[src/rtl/pt_xlate_pkg.sv]
package pt_xlate_pkg;

  // Walker sequence: accept -> strobe read -> wait for entry -> respond
  typedef enum logic [1:0] {
    XS_IDLE  = 2'd0,
    XS_ISSUE = 2'd1,
    XS_WAIT  = 2'd2,
    XS_RESP  = 2'd3
  } xlate_state_e;

  typedef struct packed {
    logic page_fault;
    logic prot_fault;
  } xlate_fault_t;

endpackage

[src/rtl/pte_addr_gen.sv]
module pte_addr_gen #(
  parameter int BASE_W    = 12,
  parameter int VPN_W     = 8,
  parameter int PTE_BYTES = 2
) (
  input  logic [BASE_W-1:0] base,
  input  logic [VPN_W-1:0]  vpn,
  output logic [BASE_W-1:0] entry_addr
);

  // Entry size is a power of two, so scaling is a shift
  localparam int SHIFT = $clog2(PTE_BYTES);

  logic [BASE_W-1:0] scaled;

  generate
    if (SHIFT == 0) begin : g_unit
      assign scaled = BASE_W'(vpn);
    end else begin : g_shift
      assign scaled = BASE_W'({vpn, {SHIFT{1'b0}}});
    end
  endgenerate

  // Modulo-2^BASE_W sum: the table may wrap past the top of memory
  assign entry_addr = base + scaled;

endmodule

[src/rtl/pte_checker.sv]
module pte_checker
  import pt_xlate_pkg::*;
#(
  parameter int PTE_W  = 16,
  parameter int PPN_W  = 6,
  parameter int OFF_W  = 6,
  parameter int PA_W   = PPN_W + OFF_W
) (
  input  logic [PTE_W-1:0] pte,
  input  logic             is_write,
  input  logic [OFF_W-1:0] offset,
  output logic [PA_W-1:0]  pa,
  output xlate_fault_t     fault
);

  // Flags sit in the top three bits; the rest is the frame field
  localparam int P_BIT   = PTE_W - 1;
  localparam int R_BIT   = PTE_W - 2;
  localparam int W_BIT   = PTE_W - 3;
  localparam int FRAME_W = PTE_W - 3;

  logic [FRAME_W-1:0] frame;
  logic               in_range;
  logic               present;
  logic               allowed;

  assign frame = pte[FRAME_W-1:0];

  generate
    if (FRAME_W > PPN_W) begin : g_range
      assign in_range = (frame[FRAME_W-1:PPN_W] == '0);
    end else begin : g_fit
      assign in_range = 1'b1;
    end
  endgenerate

  assign present = pte[P_BIT] && in_range;
  assign allowed = is_write ? pte[W_BIT] : pte[R_BIT];

  always_comb begin
    fault.page_fault = !present;
    fault.prot_fault = present && !allowed;
    if (present && allowed) begin
      pa = {frame[PPN_W-1:0], offset};
    end else begin
      pa = '0;
    end
  end

endmodule

[src/rtl/xlate_ctrl.sv]
module xlate_ctrl
  import pt_xlate_pkg::*;
#(
  parameter int VA_W  = 14,
  parameter int OFF_W = 6,
  parameter int PA_W  = 12
) (
  input  logic             clk,
  input  logic             rst,
  input  logic             req_valid,
  output logic             req_ready,
  input  logic [VA_W-1:0]  req_va,
  input  logic             req_write,
  input  logic [PA_W-1:0]  entry_addr,
  output logic             mem_rd_en,
  output logic [PA_W-1:0]  mem_addr,
  input  logic             mem_rd_valid,
  output logic [OFF_W-1:0] off_q,
  output logic             write_q,
  input  logic [PA_W-1:0]  chk_pa,
  input  xlate_fault_t     chk_fault,
  output logic             rsp_valid,
  output logic [PA_W-1:0]  rsp_pa,
  output logic             rsp_page_fault,
  output logic             rsp_prot_fault
);

  xlate_state_e state_q;

  assign req_ready = (state_q == XS_IDLE);

  always_ff @(posedge clk) begin
    if (rst) begin
      state_q        <= XS_IDLE;
      mem_rd_en      <= 1'b0;
      mem_addr       <= '0;
      off_q          <= '0;
      write_q        <= 1'b0;
      rsp_valid      <= 1'b0;
      rsp_pa         <= '0;
      rsp_page_fault <= 1'b0;
      rsp_prot_fault <= 1'b0;
    end else begin
      mem_rd_en <= 1'b0;
      rsp_valid <= 1'b0;
      unique case (state_q)
        XS_IDLE: begin
          if (req_valid) begin
            off_q     <= req_va[OFF_W-1:0];
            write_q   <= req_write;
            mem_addr  <= entry_addr;
            mem_rd_en <= 1'b1;
            state_q   <= XS_ISSUE;
          end
        end
        XS_ISSUE: state_q <= XS_WAIT;
        XS_WAIT: begin
          if (mem_rd_valid) begin
            rsp_valid      <= 1'b1;
            rsp_pa         <= chk_pa;
            rsp_page_fault <= chk_fault.page_fault;
            rsp_prot_fault <= chk_fault.prot_fault;
            state_q        <= XS_RESP;
          end
        end
        default: state_q <= XS_IDLE;
      endcase
    end
  end

  AST_RD_ONE_CYCLE: assert property (@(posedge clk) disable iff (rst)
    mem_rd_en |=> !mem_rd_en);
  AST_RD_AFTER_ACCEPT: assert property (@(posedge clk) disable iff (rst)
    $rose(mem_rd_en) |-> $past(req_valid && req_ready));
  AST_RSP_PULSE: assert property (@(posedge clk) disable iff (rst)
    rsp_valid |=> !rsp_valid);
  AST_RSP_AFTER_DATA: assert property (@(posedge clk) disable iff (rst)
    rsp_valid |-> $past(mem_rd_valid));
  AST_BUSY_NOT_READY: assert property (@(posedge clk) disable iff (rst)
    (rsp_valid || mem_rd_en) |-> !req_ready);
  AST_FAULT_EXCLUSIVE: assert property (@(posedge clk) disable iff (rst)
    rsp_valid |-> !(rsp_page_fault && rsp_prot_fault));
  AST_FAULT_ZERO_PA: assert property (@(posedge clk) disable iff (rst)
    (rsp_valid && (rsp_page_fault || rsp_prot_fault)) |-> (rsp_pa == '0));
  AST_OFFSET_KEPT: assert property (@(posedge clk) disable iff (rst)
    (rsp_valid && !rsp_page_fault && !rsp_prot_fault) |-> (rsp_pa[OFF_W-1:0] == off_q));

endmodule

[src/rtl/pt_xlate_unit.sv]
module pt_xlate_unit
  import pt_xlate_pkg::*;
#(
  parameter int VA_W      = 14,
  parameter int PA_W      = 12,
  parameter int OFF_W     = 6,
  parameter int PTE_BYTES = 2,
  localparam int VPN_W    = VA_W - OFF_W,
  localparam int PPN_W    = PA_W - OFF_W,
  localparam int PTE_W    = 8 * PTE_BYTES
) (
  input  logic             clk,
  input  logic             rst,
  input  logic [PA_W-1:0]  ptbr,
  input  logic             req_valid,
  output logic             req_ready,
  input  logic [VA_W-1:0]  req_va,
  input  logic             req_write,
  output logic             mem_rd_en,
  output logic [PA_W-1:0]  mem_addr,
  input  logic             mem_rd_valid,
  input  logic [PTE_W-1:0] mem_rd_data,
  output logic             rsp_valid,
  output logic [PA_W-1:0]  rsp_pa,
  output logic             rsp_page_fault,
  output logic             rsp_prot_fault
);

  logic [PA_W-1:0]  entry_addr;
  logic [OFF_W-1:0] off_q;
  logic             write_q;
  logic [PA_W-1:0]  chk_pa;
  xlate_fault_t     chk_fault;

  pte_addr_gen #(
    .BASE_W    (PA_W),
    .VPN_W     (VPN_W),
    .PTE_BYTES (PTE_BYTES)
  ) u_addr (
    .base       (ptbr),
    .vpn        (req_va[VA_W-1:OFF_W]),
    .entry_addr (entry_addr)
  );

  pte_checker #(
    .PTE_W (PTE_W),
    .PPN_W (PPN_W),
    .OFF_W (OFF_W),
    .PA_W  (PA_W)
  ) u_check (
    .pte      (mem_rd_data),
    .is_write (write_q),
    .offset   (off_q),
    .pa       (chk_pa),
    .fault    (chk_fault)
  );

  xlate_ctrl #(
    .VA_W  (VA_W),
    .OFF_W (OFF_W),
    .PA_W  (PA_W)
  ) u_ctrl (
    .clk            (clk),
    .rst            (rst),
    .req_valid      (req_valid),
    .req_ready      (req_ready),
    .req_va         (req_va),
    .req_write      (req_write),
    .entry_addr     (entry_addr),
    .mem_rd_en      (mem_rd_en),
    .mem_addr       (mem_addr),
    .mem_rd_valid   (mem_rd_valid),
    .off_q          (off_q),
    .write_q        (write_q),
    .chk_pa         (chk_pa),
    .chk_fault      (chk_fault),
    .rsp_valid      (rsp_valid),
    .rsp_pa         (rsp_pa),
    .rsp_page_fault (rsp_page_fault),
    .rsp_prot_fault (rsp_prot_fault)
  );

endmodule

[config.mk]
export PLATFORM = sky130hd
export DESIGN_NAME = pt_xlate_unit
export DESIGN_NICKNAME = d
export VERILOG_FILES = /design/src/rtl/pt_xlate_pkg.sv /design/src/rtl/pte_addr_gen.sv /design/src/rtl/pte_checker.sv /design/src/rtl/xlate_ctrl.sv /design/src/rtl/pt_xlate_unit.sv
export SDC_FILE = /design/constraint.sdc
export NUM_CORES = 1
export LEC_CHECK = 0
export ABC_AREA = 1
export BUFFER_PORTS_ARGS = -buffer_cell sky130_fd_sc_hd__buf_4
export CAP_MARGIN = 20
export CORE_UTILIZATION = 52
export DETAILED_ROUTE_END_ITERATION = 16
export PLACE_DENSITY = 0.85
export SKIP_LAST_GASP = 1
export SLEW_MARGIN = 40
export SYNTH_ARGS = -nofsm -noshare
export SYNTH_HDL_FRONTEND = slang
export SYNTH_SLANG_ARGS = --single-unit
[constraint.sdc]
create_clock -name clk -period 3.9 [get_ports clk]
set_input_delay 0.39 -clock clk [delete_from_list [all_inputs] [get_ports clk]]
set_output_delay 0.39 -clock clk [all_outputs]
set_load 0.005 [all_outputs]
==> impl_metrics.toml, run 1 <==
[worst_setup_path]
slowest_stage = "nand2_1"
cp_max_fo = 16
crit_path_start_kind = "flop"
path_buf_inv = 2
crit_cells = 6
cp_data_arrival_time_ps = 1960
critPathKind = "flop to flop"
critPathCaptureType = "flop"
r2r_cells = 6
path_cells = "inv_1 > ha_1 > nand2_1 > inv_1 > o21ai_0 > a21oi_1"
slowest_delay_ps = 390
r2r-end = "u_ctrl.rsp_page_fault"
r2r_slack_ps = 2170
crit_top_cell = "inv_1"
cp_top_family = "buffers and inverters"
r2r-start = "u_ctrl.state_q[0]"
required_ps = 4130

[worst_hold_path]
hold_class = "input port to flop"
hold-path-endpoint = "u_ctrl.mem_addr[0]"
min_path_cells = 3
worstHoldStart = "ptbr[0]"

[synth]
syn_area_um2 = 1903
yosysUniqueCellTypes = 26
synth_edf_count = 0
synth_nets = 330
seq_area_frac_synth = 0.3892
synth_top_area_share = 0.3892
avgSynthCellArea_um2 = 6.997
yosys-top-cells-count = "nand2_1 (54), nor2_1 (54), dfxtp_1 (37)"
synth_ff_type = "dfxtp_1"
synth_area_leaders = "dfxtp_1 (39%), nand2_1 (11%), nor2_1 (11%)"
ys_seq_elements = 37
yosys.area.top_type = "dfxtp_1"
postSynthCellCount = 272
async_reset_ff_frac = 0
yosysWarnings = 0

[cts]
clkLatencyLatePin_ps = 340
clockBufferDepth = 2
ctsRootBufferMaster = "clkbuf_4"
cts_made_buffers = 5
postCtsSetupBuffers = 0
cts_tree = "done"
clock-sinks = 37
cts-resized-gates = 0
hold_buffers = 0
htree_num_levels = 2
clk_pin_slew_ps = 110

[power]
peakVddDrop_uv = 191.6
p_leak_nw = 1.306
internal-power_w = 0.0008250
clkPwrFrac = 0.271
p_seq_frac = 0.403
p_per_area_nw_per_um2 = 468.0
switching_power_w = 0.0003761
p_sw_frac = 0.3131
pwr-share-comb = 0.326

[grt]
grt-ovfl-total = 0
grt_pass1_vias = 1800
grt_usage = 0.2338
grt_max_degree = 27
grt_pass1_wl_um = 7389
gr-max-usage-layer = "met2"
use_met3 = 0.05657
use_met1 = 0.2639
antenna_found_initial = 0
grt_use_met2 = 0.4226

[routing]
antenna_left = 0
vias = 1975
routed_wl_um = 4238
viasPerCell = 5.064
drt-initial-drc-count = 105
drt_first_pass_iters = 4
drc = 0
wl_per_cell_um = 10.87

[final_layout]
drive_above_1_share = 0.2558
fin_cells = 390
area_growth_pct = 34.85
multi_input_area_um2 = 989.7
diodes = 0
layout.nets = 401
final-seq-area_um2 = 740.7
nFillCells = 311

[sta]
finalSetupViolations = 0
tightest_slew_ps = 515.8
min_period_over_period = 0.4444
fmax_mhz = 577.0
min_period_ps = 1733
relSlewSlack = 0.6553
fin_worst_skew_ps = 7.402
finalHoldViolations = 0
rsz0062_at_grt = "false"
slew_violations = 0
setup-tns-final_ps = 0

[place]
hpwlAfterDp_um = 3204
portBuffers = 75
dp_cells = 382
place_congestion = 0.9312

[floorplan]
io_pins = 76
core_um2 = 3416
die_w_um = 62.50
die_h_um = 62.50
die_area_um2 = 3906
rows = 21
initial_core_util = 0.5571

[job]
maxCapViolCount = 0

[run_status]
status = "finished, final reports clean"
[cell type report]
type | instances | area share
clock buffer | 5 | 0.01463
clock inverter | 3 | 0.02535
inverter | 30 | 0.04388
multi-input combinational | 194 | 0.3857
sequential | 37 | 0.2886
tap | 46 | 0.02243
timing repair buffer | 75 | 0.2194
[registers in the layout (all words and copies together) (netlist names), 2 cells and up]
signal,cells
u_ctrl.mem_addr,12
u_ctrl.off_q,6
u_ctrl.rsp_pa,12
u_ctrl.state_q,2
[logic make-up after synthesis]
logic type | count (synthesis) | synth area share
flip-flops | 37 | 0.3892
XOR/XNOR | 3 | 0.01381
adder cells (fa/ha/maj) | 11 | 0.07627
AO/OA/AOI/OAI | 40 | 0.1137
multiplexers | 1 | 0.005917
AND/OR/NAND/NOR | 139 | 0.3103
buffers and inverters | 41 | 0.09072
[placed cells by master (no fill, tap or decap)]
master     instances
buf_4             75
nand2_1           54
nor2_1            54
dfxtp_1           37
inv_1             29
a21oi_1           18
o21ai_0           15
nand4_1           15
nand3_1           14
ha_1              10
clkbuf_4           5
a21o_1             2
xnor2_1            2
bufinv_16          2
nand3_2            1
a21oi_2            1
inv_2              1
xor2_1             1
nor2_4             1
mux2_2             1
o22ai_1            1
a221oi_1           1
a21boi_0           1
o21ai_1            1
fa_1               1
clkinv_2           1
[through the flow]
| step | setup WS [ps] | cell area (µm²) | util | power (W) | hold slack [ps] |
|---|---|---|---|---|---|
| CTS | 2166 | 2566 | 0.7513 | 0.001210 | 302.8 |
| global placement | 1983 | 2464 | 0.7212 | 0.0008744 | 454.1 |
| detailed placement | 1955 | 2464 | 0.7212 | 0.0008857 | 458.4 |
| floorplan | 2180 | 1903 | - | 0.0007359 | 450.7 |
| global route | 1980 | 2566 | 0.7513 | 0.001290 | 292.7 |
| finish | 2167 | 2566 | 0.7513 | 0.001201 | 302.6 |
[worst max-delay path by stage]
stage / from / endpoint
6_report: u_ctrl.state_q[0] / u_ctrl.rsp_page_fault
5_1_grt: u_ctrl.state_q[0] / u_ctrl.rsp_pa[6]
4_1_cts: u_ctrl.state_q[0] / u_ctrl.rsp_page_fault
3_5_place_dp: ptbr[1] / u_ctrl.mem_addr[7]
3_3_place_gp: ptbr[1] / u_ctrl.mem_addr[7]
2_1_floorplan: ptbr[1] / u_ctrl.mem_addr[7]
[power by group through the flow]
stage / clock, W / combinational (W) / sequential (W)
after detailed placement: 0 / 0.000393 / 0.000493
after global placement: 0 / 0.000383 / 0.000492
after global routing: 0.000352 / 0.000446 / 0.000492
final: 0.000325 / 0.000392 / 0.000484
after CTS: 0.000330 / 0.000395 / 0.000485
after floorplan: 0 / 0.000244 / 0.000492
[layer usage]
layer / wire length, µm / vias up
met1: 1799 / 875
met5: 0 / -
met3: 279 / 10
li1: - / 1020
met4: 61 / 0
met2: 2099 / 70
[worst register-to-register path: stages, from the launching register on]
cell and delay (ps):
dfxtp_1 320, inv_1 60, ha_1 210, nand2_1 390, inv_1 340, o21ai_0 240
a21oi_1 60
Power figures use the tool's default switching activity.
==> inputs of run 2 (changes only) <==
CORE_UTILIZATION = 48   (was 52)
PLACE_DENSITY = 0.79   (was 0.85)
clock period = 1.7 ns   (was 3.9 ns; I/O delays follow)
==> run 2 against run 1 <==
  * Setup slack worse by 1800 ps
  * Global-route usage down 0.89 points
  * Critical path depth up 3
==> impl_metrics.toml, run 2 (synthesis gave the netlist of run 1 again) <==
[run_status]
status = "finished, final reports clean"

[routing]
routed_wl_um = 4423
viasPerCell = 5.038
vias = 2005
drt_first_pass_iters = 4
highest_layer = "met4"
drc = 0
drt-initial-drc-count = 129
met2_length_um = 2268
dr_wl_met3_um = 219
wl_per_cell_um = 11.11
met1_length_um = 1809
antenna_left = 0

[worst_setup_path]
required_ps = 1880
r2r_slack_ps = 340
slowest_delay_ps = 310
r2r-end = "u_ctrl.mem_addr[4]"
critPathCaptureType = "flop"
r2r-start = "u_ctrl.state_q[0]"
r2r_cells = 9
cp_data_arrival_time_ps = 1530
cp_max_fo = 11
critPathKind = "flop to flop"
slowest_stage = "dfxtp_1"
path_cells = "inv_1 > ha_1 > nand2_1 > inv_2 > buf_4 > nor2_1 > nor2_1 > o21ai_0 > inv_1"
crit_path_start_kind = "flop"

[place]
place_ws_ps = 55.47
place_congestion = 0.8409
hpwlAfterDp_um = 3401
portBuffers = 75

[power]
p_leak_nw = 1.334
peakVddDrop_uv = 477.0
p_per_area_nw_per_um2 = 1045

[job]
maxCapViolCount = 0

[cts]
postCtsSetupBuffers = 0
clockBufferDepth = 2
hold_buffers = 0
clkLatencyLatePin_ps = 280
cts_tree = "done"
clk_pin_slew_ps = 70
cts-resized-gates = 0
clock-sinks = 37
ctsRootBufferMaster = "clkbuf_8"
htree_num_levels = 2
cts_made_buffers = 5

[sta]
slew_violations = 0
relSlewSlack = 0.7236
rsz0062_at_grt = "false"
setup_ws_ps = 344.9
finalHoldViolations = 0
min_period_ps = 1355
finalSetupViolations = 0
fin_worst_skew_ps = 3.187
setup-tns-final_ps = 0
min_period_over_period = 0.7971
tightest_slew_ps = 414.2
fmax_mhz = 738.0

[floorplan]
initial_core_util = 0.5084
core_um2 = 3744
die_area_um2 = 4220
die_h_um = 64.97
rows = 22
io_pins = 76
die_w_um = 64.97

[grt]
grt_pass1_wl_um = 7438
grt-ovfl-total = 0
grt_pass1_vias = 1855
antenna_found_initial = 0
grt_usage = 0.2249
grt_max_degree = 26

[final_layout]
layout_common_cells = "buf_4 (81), nand2_1 (54), nor2_1 (54)"
diodes = 0
layout.nets = 407
drive_above_1_share = 0.2686
top_regs = "u_ctrl.mem_addr: 12 flops, u_ctrl.rsp_pa: 12 flops, u_ctrl.off_q: 6 flops"
nFillCells = 352
final_common_cell = "buf_4"
area_growth_pct = 37.28

[worst_hold_path]
hold_class = "input port to flop"
hold-path-endpoint = "u_ctrl.off_q[4]"
min_path_cells = 3
worstHoldStart = "req_va[4]"
==> run 2: cell type report <==
cell class / instances / area (µm²) / area share
well taps: 48 / 60.06 / 0.02299
inverters: 30 / 112.6 / 0.04310
clock buffers: 7 / 96.34 / 0.03688
clock inverters: 1 / 5.005 / 0.001916
flip-flops and latches: 37 / 740.7 / 0.2835
multi-input cells: 194 / 989.7 / 0.3788
repair buffers: 81 / 608.1 / 0.2328
==> run 2: where the power goes <==
part / leakage, nW / switching [W] / internal, W
Combinational: 0.976 / 0.000505 / 0.000449
Sequential: 0.303 / 0.0000792 / 0.00103
Clock: 0.0542 / 0.000297 / 0.000366
Total: 1.33 / 0.000882 / 0.00185
==> run 2: how the worst max path moves through the flow <==
stage	endpoint	from	cells past startpoint
floorplan	u_ctrl.mem_addr[7]	ptbr[1]	12
global placement	u_ctrl.mem_addr[7]	ptbr[1]	13
detailed placement	u_ctrl.mem_addr[7]	ptbr[1]	13
CTS	u_ctrl.mem_addr[4]	u_ctrl.state_q[0]	9
global route	u_ctrl.mem_addr[4]	u_ctrl.state_q[0]	9
finish	u_ctrl.mem_addr[4]	u_ctrl.state_q[0]	9
==> run 2: routing by layer <==
metal	up-vias	global-route usage
met5	-	0
met4	0	0.08889
met3	13	0.05282
met2	66	0.4297
met1	887	0.2311
li1	1039	-
==> run 2: worst max-delay path: cells and delay by family, from the launching register on <==
kind                       cells  cell delay (ps)
and+or+nand+nor                3              230
adders and majority gates      1              230
AOI/OAI and AO/OA              1               80
DFF                            1              310
buffers and inverters          4              400
==> run 2: metrics by stage <==
stage,instances,cell area (µm²),hold slack [ps],total power [W],utilization
6_report,398,2613,136.4,0.002730,0.6979
5_1_grt,398,2613,141.9,0.002931,0.6979
4_1_cts,398,2613,134.4,0.002749,0.6979
3_5_place_dp,390,2511,426.2,0.002090,0.6708
3_3_place_gp,390,2511,421.2,0.002065,0.6708
2_1_floorplan,272,1903,334.9,0.001688,-
==> inputs of run 3 (changes only) <==
clock period = 1.28 ns   (was 1.7 ns; I/O delays follow)
==> run 3 against run 2 <==
  * Utilization rose by 3.5 points
  * First-iteration DRC count fell by 26%
  * Setup slack got worse by 290 ps
==> impl_metrics.toml, run 3 (synthesis gave the netlist of run 1 again) <==
[grt]
antenna_found_initial = 0
grt_usage = 0.2419
grt_pass1_wl_um = 7852
grt_pass1_vias = 1907
grt-ovfl-total = 0
grt_max_degree = 26

[place]
hpwlAfterDp_um = 3577
portBuffers = 75
dpl_cell_area_um2 = 2636
place_congestion = 0.8914
place_ws_ps = -221.7
dp_cells = 403

[sta]
finalSetupViolations = 0
fin_worst_skew_ps = 5.418
slew_violations = 0
finalHoldViolations = 0
setup_ws_ps = 57.75
tightest_slew_ps = 322.6
relSlewSlack = 0.7847
min_period_over_period = 0.9549
min_period_ps = 1222
holdWs_ps = 92.42
fmax_mhz = 818.2

[final_layout]
nFillCells = 317
layout.nets = 420
multi_input_area_um2 = 1027
final_common_cell = "buf_4"
post-route-util = 0.7330
area_growth_pct = 44.18
diodes = 0
drive_above_1_share = 0.3168
top_regs = "u_ctrl.mem_addr: 12 flops, u_ctrl.rsp_pa: 12 flops, u_ctrl.off_q: 6 flops"
fin_area_um2 = 2744
fin_cells = 411
layout_common_cells = "buf_4 (92), nand2_1 (52), nor2_1 (52)"
final-seq-area_um2 = 742.0

[cts]
clockBufferDepth = 2
hold_buffers = 0
ctsRootBufferMaster = "clkbuf_8"
postCtsSetupBuffers = 0
clock-sinks = 37
clk_pin_slew_ps = 70
cts_tree = "done"
cts-resized-gates = 0
clkLatencyLatePin_ps = 280
cts_made_buffers = 5
htree_num_levels = 2

[floorplan]
io_pins = 76
die_w_um = 64.97
die_h_um = 64.97
rows = 22
initial_core_util = 0.5084
die_area_um2 = 4220
core_um2 = 3744

[power]
p_per_area_nw_per_um2 = 1348
p_leak_nw = 1.391
peakVddDrop_uv = 536.7

[routing]
routed_wl_um = 4630
vias = 2017
drt_first_pass_iters = 4
antenna_left = 0
drc = 0
viasPerCell = 4.908
wl_per_cell_um = 11.27
drt-initial-drc-count = 96

[worst_setup_path]
cp_data_arrival_time_ps = 1090
r2r-start = "u_ctrl.state_q[1]"
crit_path_start_kind = "flop"
cp_max_fo = 2
crit_start = "u_ctrl.state_q[1]"
critPathKind = "flop to output pin"
critPathCaptureType = "output pin"
required_ps = 1150

[worst_hold_path]
worstHoldStart = "req_va[4]"
hold_class = "input port to flop"

[run_status]
status = "finished, final reports clean"

[job]
maxCapViolCount = 0
[run 3: final cells by class]
| class | count | share of cell area |
|---|---|---|
| clock buffers | 8 | 0.02918 |
| inverters | 30 | 0.04104 |
| multi-input cells | 194 | 0.3744 |
| flip-flops and latches | 37 | 0.2704 |
| well taps | 48 | 0.02189 |
| repair buffers | 94 | 0.2631 |
[run 3: report_power, final]
group	switching [W]	internal, W
sequential	0.000119	0.00138
clock	0.000375	0.000386
combinational	0.000716	0.000726
total	0.00121	0.00249
[run 3: through the flow]
stage / TNS, ps / power [W]
2_1_floorplan: -157.7 / 0.002245
3_3_place_gp: -952.7 / 0.002856
3_5_place_dp: -1122 / 0.002891
4_1_cts: 0 / 0.003656
5_1_grt: -77.16 / 0.003980
6_report: 0 / 0.003698
[run 3: layer usage]
layer,GRT usage,routed length (µm),vias to the layer above
li1,-,-,1059
met1,0.2308,1808,901
met2,0.4831,2538,50
met3,0.06514,202,7
met4,0.08333,80,0
met5,0,0,-
[run 3: path summary, 6_finish.rpt]
| kind | to | slack, ps | cells after the start |
|---|---|---|---|
| max | req_ready | 60 | 4 |
| min | u_ctrl.off_q[4] | 90 | 3 |
| max reg2reg | u_ctrl.state_q[0] | 90 | 6 |
| min reg2reg | u_ctrl.state_q[1] | 470 | 2 |
[run 3: worst max-delay path, stage by stage (launching register included)]
cell,delay [ps]
dfxtp_2,340
inv_2,40
ha_2,180
buf_4,130
buf_4,120
